$ cat config.mk
export PLATFORM = sky130hd
export DESIGN_NAME = cam_cmd_seq
export DESIGN_NICKNAME = d
export VERILOG_FILES = /design/src/rtl/cam_cmd_seq.sv
export SDC_FILE = /design/constraint.sdc
export NUM_CORES = 1
export LEC_CHECK = 0
export ABC_AREA = 1
export BUFFER_PORTS_ARGS = -buffer_cell sky130_fd_sc_hd__buf_2
export CELL_PAD_IN_SITES_DETAIL_PLACEMENT = 2
export CELL_PAD_IN_SITES_GLOBAL_PLACEMENT = 2
export CORE_MARGIN = 2
export CORE_UTILIZATION = 34
export CTS_CLUSTER_SIZE = 30
export DETAILED_ROUTE_END_ITERATION = 12
export PLACE_DENSITY_LB_ADDON = 0.1
export SYNTH_ARGS = -nofsm -noshare
export SYNTH_HDL_FRONTEND = slang
export SYNTH_SLANG_ARGS = --single-unit
$ cat constraint.sdc
create_clock -name clk -period 7.8 [get_ports clk]
set_input_delay 1.56 -clock clk [delete_from_list [all_inputs] [get_ports clk]]
set_output_delay 1.56 -clock clk [all_outputs]
set_load 0.05 [all_outputs]
$ cat src/rtl/cam_cmd_seq.sv
module cam_cmd_seq #(
  parameter int AW = 10
) (
  input  logic          clk,
  input  logic          rst_n,
  input  logic          cmd_wr,
  input  logic [15:0]   cmd,
  input  logic          ctl_wr,
  input  logic          ctl_dir,
  output logic          busy,
  output logic          err,
  output logic          mov_stb,
  output logic          vbc_stb,
  output logic          cmp_stb,
  output logic          spc_stb,
  output logic          rsc_stb,
  output logic          mem_op,
  output logic [1:0]    mask_sel,
  output logic [2:0]    dst,
  output logic [2:0]    src,
  output logic          vld_set,
  output logic [2:0]    cond,
  output logic [AW-1:0] op_addr,
  output logic          bank,
  output logic [AW-1:0] ar_out
);

  localparam logic [2:0] MEM     = 3'b100;
  localparam logic [2:0] G_MOV   = 3'b011;
  localparam logic [2:0] G_VBC   = 3'b100;
  localparam logic [2:0] G_CMP   = 3'b101;
  localparam logic [2:0] G_SPC   = 3'b110;
  localparam logic [2:0] OP_FG   = 3'd0;
  localparam logic [2:0] OP_BG   = 3'd1;
  localparam logic [2:0] OP_RSC  = 3'd2;
  localparam logic [2:0] OP_LAST = 3'd4;

  logic [AW-1:0] ar_q [2];
  logic          dir_q [2];
  logic          wait_q;
  logic [15:0]   held_q;

  logic [15:0]   cur;
  logic [2:0]    grp, fd, fs;
  logic          top_ok, is_mov, is_vbc, is_cmp, is_spc, legal;
  logic          mem_dst, mem_src, same_reg, touch_mem;
  logic          accept_new, take_abs, exec;
  logic [AW-1:0] base, stepped;

  assign cur    = wait_q ? held_q : cmd;
  assign grp    = cur[10:8];
  assign top_ok = (cur[15:12] == 4'b0000);

  assign is_mov = top_ok && (grp == G_MOV);
  assign is_vbc = top_ok && (grp == G_VBC) && (cur[7:6] == 2'b00);
  assign is_cmp = top_ok && (grp == G_CMP) && !cur[11] && (cur[7:3] == 5'b0);
  assign is_spc = top_ok && (grp == G_SPC) && !cur[11] && (cur[7:6] == 2'b00)
                  && (cur[2:0] <= OP_LAST);
  assign legal  = is_mov || is_vbc || is_cmp || is_spc;

  assign fd       = cur[5:3];
  assign mem_dst  = (fd == MEM);
  assign fs       = mem_dst ? {1'b0, cur[1:0]} : cur[2:0];
  assign mem_src  = !mem_dst && (fs == MEM);
  assign same_reg = !mem_dst && (fd == fs);
  assign touch_mem = (is_mov && (mem_dst || mem_src)) || (is_vbc && mem_dst);

  assign accept_new = cmd_wr && !wait_q;
  assign take_abs   = accept_new && (is_mov || is_vbc) && cur[11];
  assign exec       = (accept_new && legal && !take_abs) || (wait_q && cmd_wr);

  assign base    = wait_q ? cmd[AW-1:0] : ar_q[bank];
  assign stepped = dir_q[bank] ? base - 1'b1 : base + 1'b1;

  assign busy   = wait_q;
  assign ar_out = ar_q[bank];

  always_ff @(posedge clk or negedge rst_n) begin
    if (!rst_n) begin
      ar_q[0]  <= '0;
      ar_q[1]  <= '0;
      dir_q[0] <= 1'b0;
      dir_q[1] <= 1'b0;
      wait_q   <= 1'b0;
      held_q   <= '0;
      bank     <= 1'b0;
      err      <= 1'b0;
      mov_stb  <= 1'b0;
      vbc_stb  <= 1'b0;
      cmp_stb  <= 1'b0;
      spc_stb  <= 1'b0;
      rsc_stb  <= 1'b0;
      mem_op   <= 1'b0;
      mask_sel <= '0;
      dst      <= '0;
      src      <= '0;
      vld_set  <= 1'b0;
      cond     <= '0;
      op_addr  <= '0;
    end else begin
      err     <= 1'b0;
      mov_stb <= 1'b0;
      vbc_stb <= 1'b0;
      cmp_stb <= 1'b0;
      spc_stb <= 1'b0;
      rsc_stb <= 1'b0;
      mem_op  <= 1'b0;

      if (ctl_wr) dir_q[bank] <= ctl_dir;

      if (accept_new && !legal) err <= 1'b1;

      if (take_abs) begin
        wait_q <= 1'b1;
        held_q <= cmd;
      end

      if (exec) begin
        wait_q  <= 1'b0;
        mov_stb <= is_mov && !same_reg;
        vbc_stb <= is_vbc;
        cmp_stb <= is_cmp;
        spc_stb <= is_spc;
        rsc_stb <= is_spc && (cur[2:0] == OP_RSC);
        mem_op  <= touch_mem;
        op_addr <= base;
        mask_sel <= is_mov ? cur[7:6] : 2'b00;
        dst      <= is_cmp ? 3'b000 : fd;
        src      <= is_mov ? fs : 3'b000;
        vld_set  <= is_mov && mem_dst && cur[2];
        cond     <= is_mov ? 3'b000 : cur[2:0];
        if (touch_mem)   ar_q[bank] <= stepped;
        else if (wait_q) ar_q[bank] <= base;
        if (is_spc && cur[2:0] == OP_FG) bank <= 1'b0;
        if (is_spc && cur[2:0] == OP_BG) bank <= 1'b1;
      end
    end
  end

endmodule

==> summary.md <==
| Metric | Value |
|---|---|
| Status | finished clean |
| Nets | 680 |
| Highest-delay cell along the critical path | nor2_2 |
| CTS clk-pin slew, worst paths | 60 ps |
| Area contributors post-synth | dfrtp_1 41%, nand2_1 21%, inv_1 5.7% |
| Most frequent cells in the layout | 237 x nand2_1, 69 x dfrtp_1, 63 x inv_1, 61 x buf_2, 46 x o21ai_0 |
| Clock buffer depth | 2 |
| IO Port Bufs | between 60 and 70 |
| Top routing layer used | met4 |
| Effective utilization at floorplan | 34.8% |
| P per Cell Area | 206 nW/um2 |
| TritonRoute pass-1 iters | 4 |
| Least-Margin Pin Slew | 1140 ps |
| Area leader, netlist | dfrtp_1 |
| RSZ-0062 raised after global routing | no |
| Syn Area/Cell | 6.96 um2 |
| TritonCTS clock tree | built |
| Synth async-reset ratio | 100% |
| # Post-CTS Setup Buffers | 0 |
| # hold bufs at CTS | 0 |
| Per-cell routed wire length | 17.3 um |
| Routed via count | 4,045 |
| Antenna violations before repair | 0 |
| Worst setup SP type | input pin |
| Fillcell total | 1,467 |
| Antenna-violating nets left | 0 |
| Synth cell types | 33 |
| DRT iter0 DRCs | 156 |
| Critical Path Fanout Max | 33 |
| Final hold violation count | 0 |
| Area of the core | 12,000 um2 |
| Lkg Pwr | 2.67 nW |
| Clock sinks | 69 |
| Setup_tns | 0 ps |
| Grt total ovfl | 0 |
| Ys Warns | 0 |
| Largest net degree at the start of global routing | 70 |
| Final setup fails | 0 |
| Max frequency | 257 MHz |
| Cell family with most CP delay | simple AND/OR/NAND/NOR gates |
| Fin crit share | 49.9% |
| Clk_skew | 7.28 ps |
| Crit end category | flip-flop |
| Syn_nets | 628 |
| TritonCTS Buffers | 9 |
| Pins Over Slew Limit | 0 |
| Clock Latency Late Sink | 330 ps |
| CP cell instances | buf_2 -> o21ai_2 -> nand2_1 -> nor2_1 -> nand4_1 -> nand2_2 -> nor2_1 -> nor2_2 -> nand3_1 -> nand2_1 |
| Syn Inst Count | 598 |
| Met1 Routed Length | about 6.3 mm |
| Yosys top cell area share | 41.5% |
| Hold WC Path Type | flip-flop to flip-flop |
| WS Path Type | input pin to flip-flop |
| Seq cells post-synth | 69 |
| Critical path required time | roughly 8100 ps |
| Most common cell after layout, fill and taps aside | nand2_1 |
| Routability cong. | 0.792 |
| DRC | 0 |
| GRT Total Usage | 22.9% |
| Sequential element share of the synthesized area | 41.5% |
| Die ar. | 13,100 um2 |
| Die Ht | around 110 um |
| Worst VDD drop | 0.0000777 V |
| Cell Area, Synth | 4160 um2 |
| Metal2 WL | between 6 and 7 mm |
| Rows | 40 |
| Vias in the first global route | ~4,500 |
| WL final | 13.8 mm |
| Layout cell share with drive strength beyond 1 | around 16% |
| Post-CTS sizing | 0 |
| Global-route wire length before repair | ~23 mm |
| Inserted Diodes | 0 |
| Dpl hpwl | ~10 mm |
| Minimum clock period | 3890 ps |
| H-Tree Depth | 3 |
| Final Util | 40.3% |
| Max stage delay on crit path | around 700 ps |
| Buf/Inv on CP | 1 |
| Root buf cell | clkbuf_16 |
| Max_cap viols | 0 |
| WL met3 | 289 um |
| Die width | 115 um |
| Vias per cell | 5.06 |
| IO Count | 62 |
| Area grow syn2layout | 15.7% |
| Number of synthesized flops with an enable pin | 0 |
| Relative slew slack | between 20% and 30% |
| Main synth FF type | dfrtp_1 |
| CP Data Arrival Time | approximately 4200 ps |
-- cells in the mapped netlist (all sizes together) (3+ instances only) --
cell    number
nand2      242
o21ai       70
dfrtp       69
inv         67
nand3       45
nor2        41
buf         16
a21oi        8
clkbuf       8
ha           8
nor3         8
xor2         5
a31oi        3
nand4        3
-- worst min-delay path, stage by stage, from the launching register on --
cell and delay (ps):
dfrtp_1 320, inv_1 50, nand2_1 60
-- per-stage QoR --
stage	hold WS (ps)	area, um2	total power [mW]	setup WS, ps	instances
finish	469	4820	0.991	3910	800
global route	509	4820	1.04	3560	800
CTS	471	4820	1.00	3860	800
detailed placement	461	4550	0.622	3670	786
global placement	438	4550	0.613	3690	786
floorplan	423	4160	0.554	4540	598
-- power by group --
group / internal, mW / switching, mW
sequential: 0.385 / 0.0148
clock: 0.228 / 0.148
combinational: 0.0544 / 0.160
total: 0.667 / 0.323
-- layout make-up --
cell class	instances	area (um2)	area share [%]
clock buffer	12	256	5.33
clock inverter	2	10.0	0.208
inverter	67	251	5.22
multi-input combinational	438	2050	42.6
sequential	69	1730	35.9
tap	147	184	3.82
timing repair buffer	65	335	6.96
-- routing by layer --
metal / track usage (%) / vias up
met5: 0 / -
met4: 7.32 / 0
met3: 2.86 / 19
met2: 40.5 / 50
met1: 28.9 / 1998
li1: - / 1978
-- path summary, 6_finish.rpt --
path | from | end | slack (ps) | depth (start not counted)
max | cmd[4] | ar_q[2]$_DFFE_PN0P_ | 3910 | 10
min | held_q[11]$_DFFE_PN0P_ | held_q[11]$_DFFE_PN0P_ | 470 | 2
max reg2reg | busy$_DFFE_PN0P_ | ar_q[2]$_DFFE_PN0P_ | 4170 | 13
min reg2reg | held_q[11]$_DFFE_PN0P_ | held_q[11]$_DFFE_PN0P_ | 470 | 2
max in group asynchronous | rst_n | ar_q[4]$_DFFE_PN0P_ | 5750 | 2
min in group asynchronous | rst_n | held_q[12]$_DFFE_PN0P_ | 1450 | 2
-- flip-flops by register name, summed over array words and instances, names as in the netlist --
name and flops:
dst 3, vld_set 1, ar_q 20, dir_q 2, held_q 16, src 3, busy 1, mem_op 1
err 1, rsc_stb 1, mask_sel 2, spc_stb 1, mov_stb 1, cmp_stb 1, bank 1, cond 3
vbc_stb 1, op_addr 10
-- logic make-up after synthesis --
| family | count (synthesis) | synth area share [%] |
|---|---|---|
| simple gates | 341 | 34.4 |
| buf+inv | 91 | 9.20 |
| compound gates | 83 | 11.0 |
| flops | 69 | 41.5 |
| fa+ha+maj | 9 | 2.89 |
| xor+xnor | 5 | 1.05 |
Power figures use the tool's default switching activity.
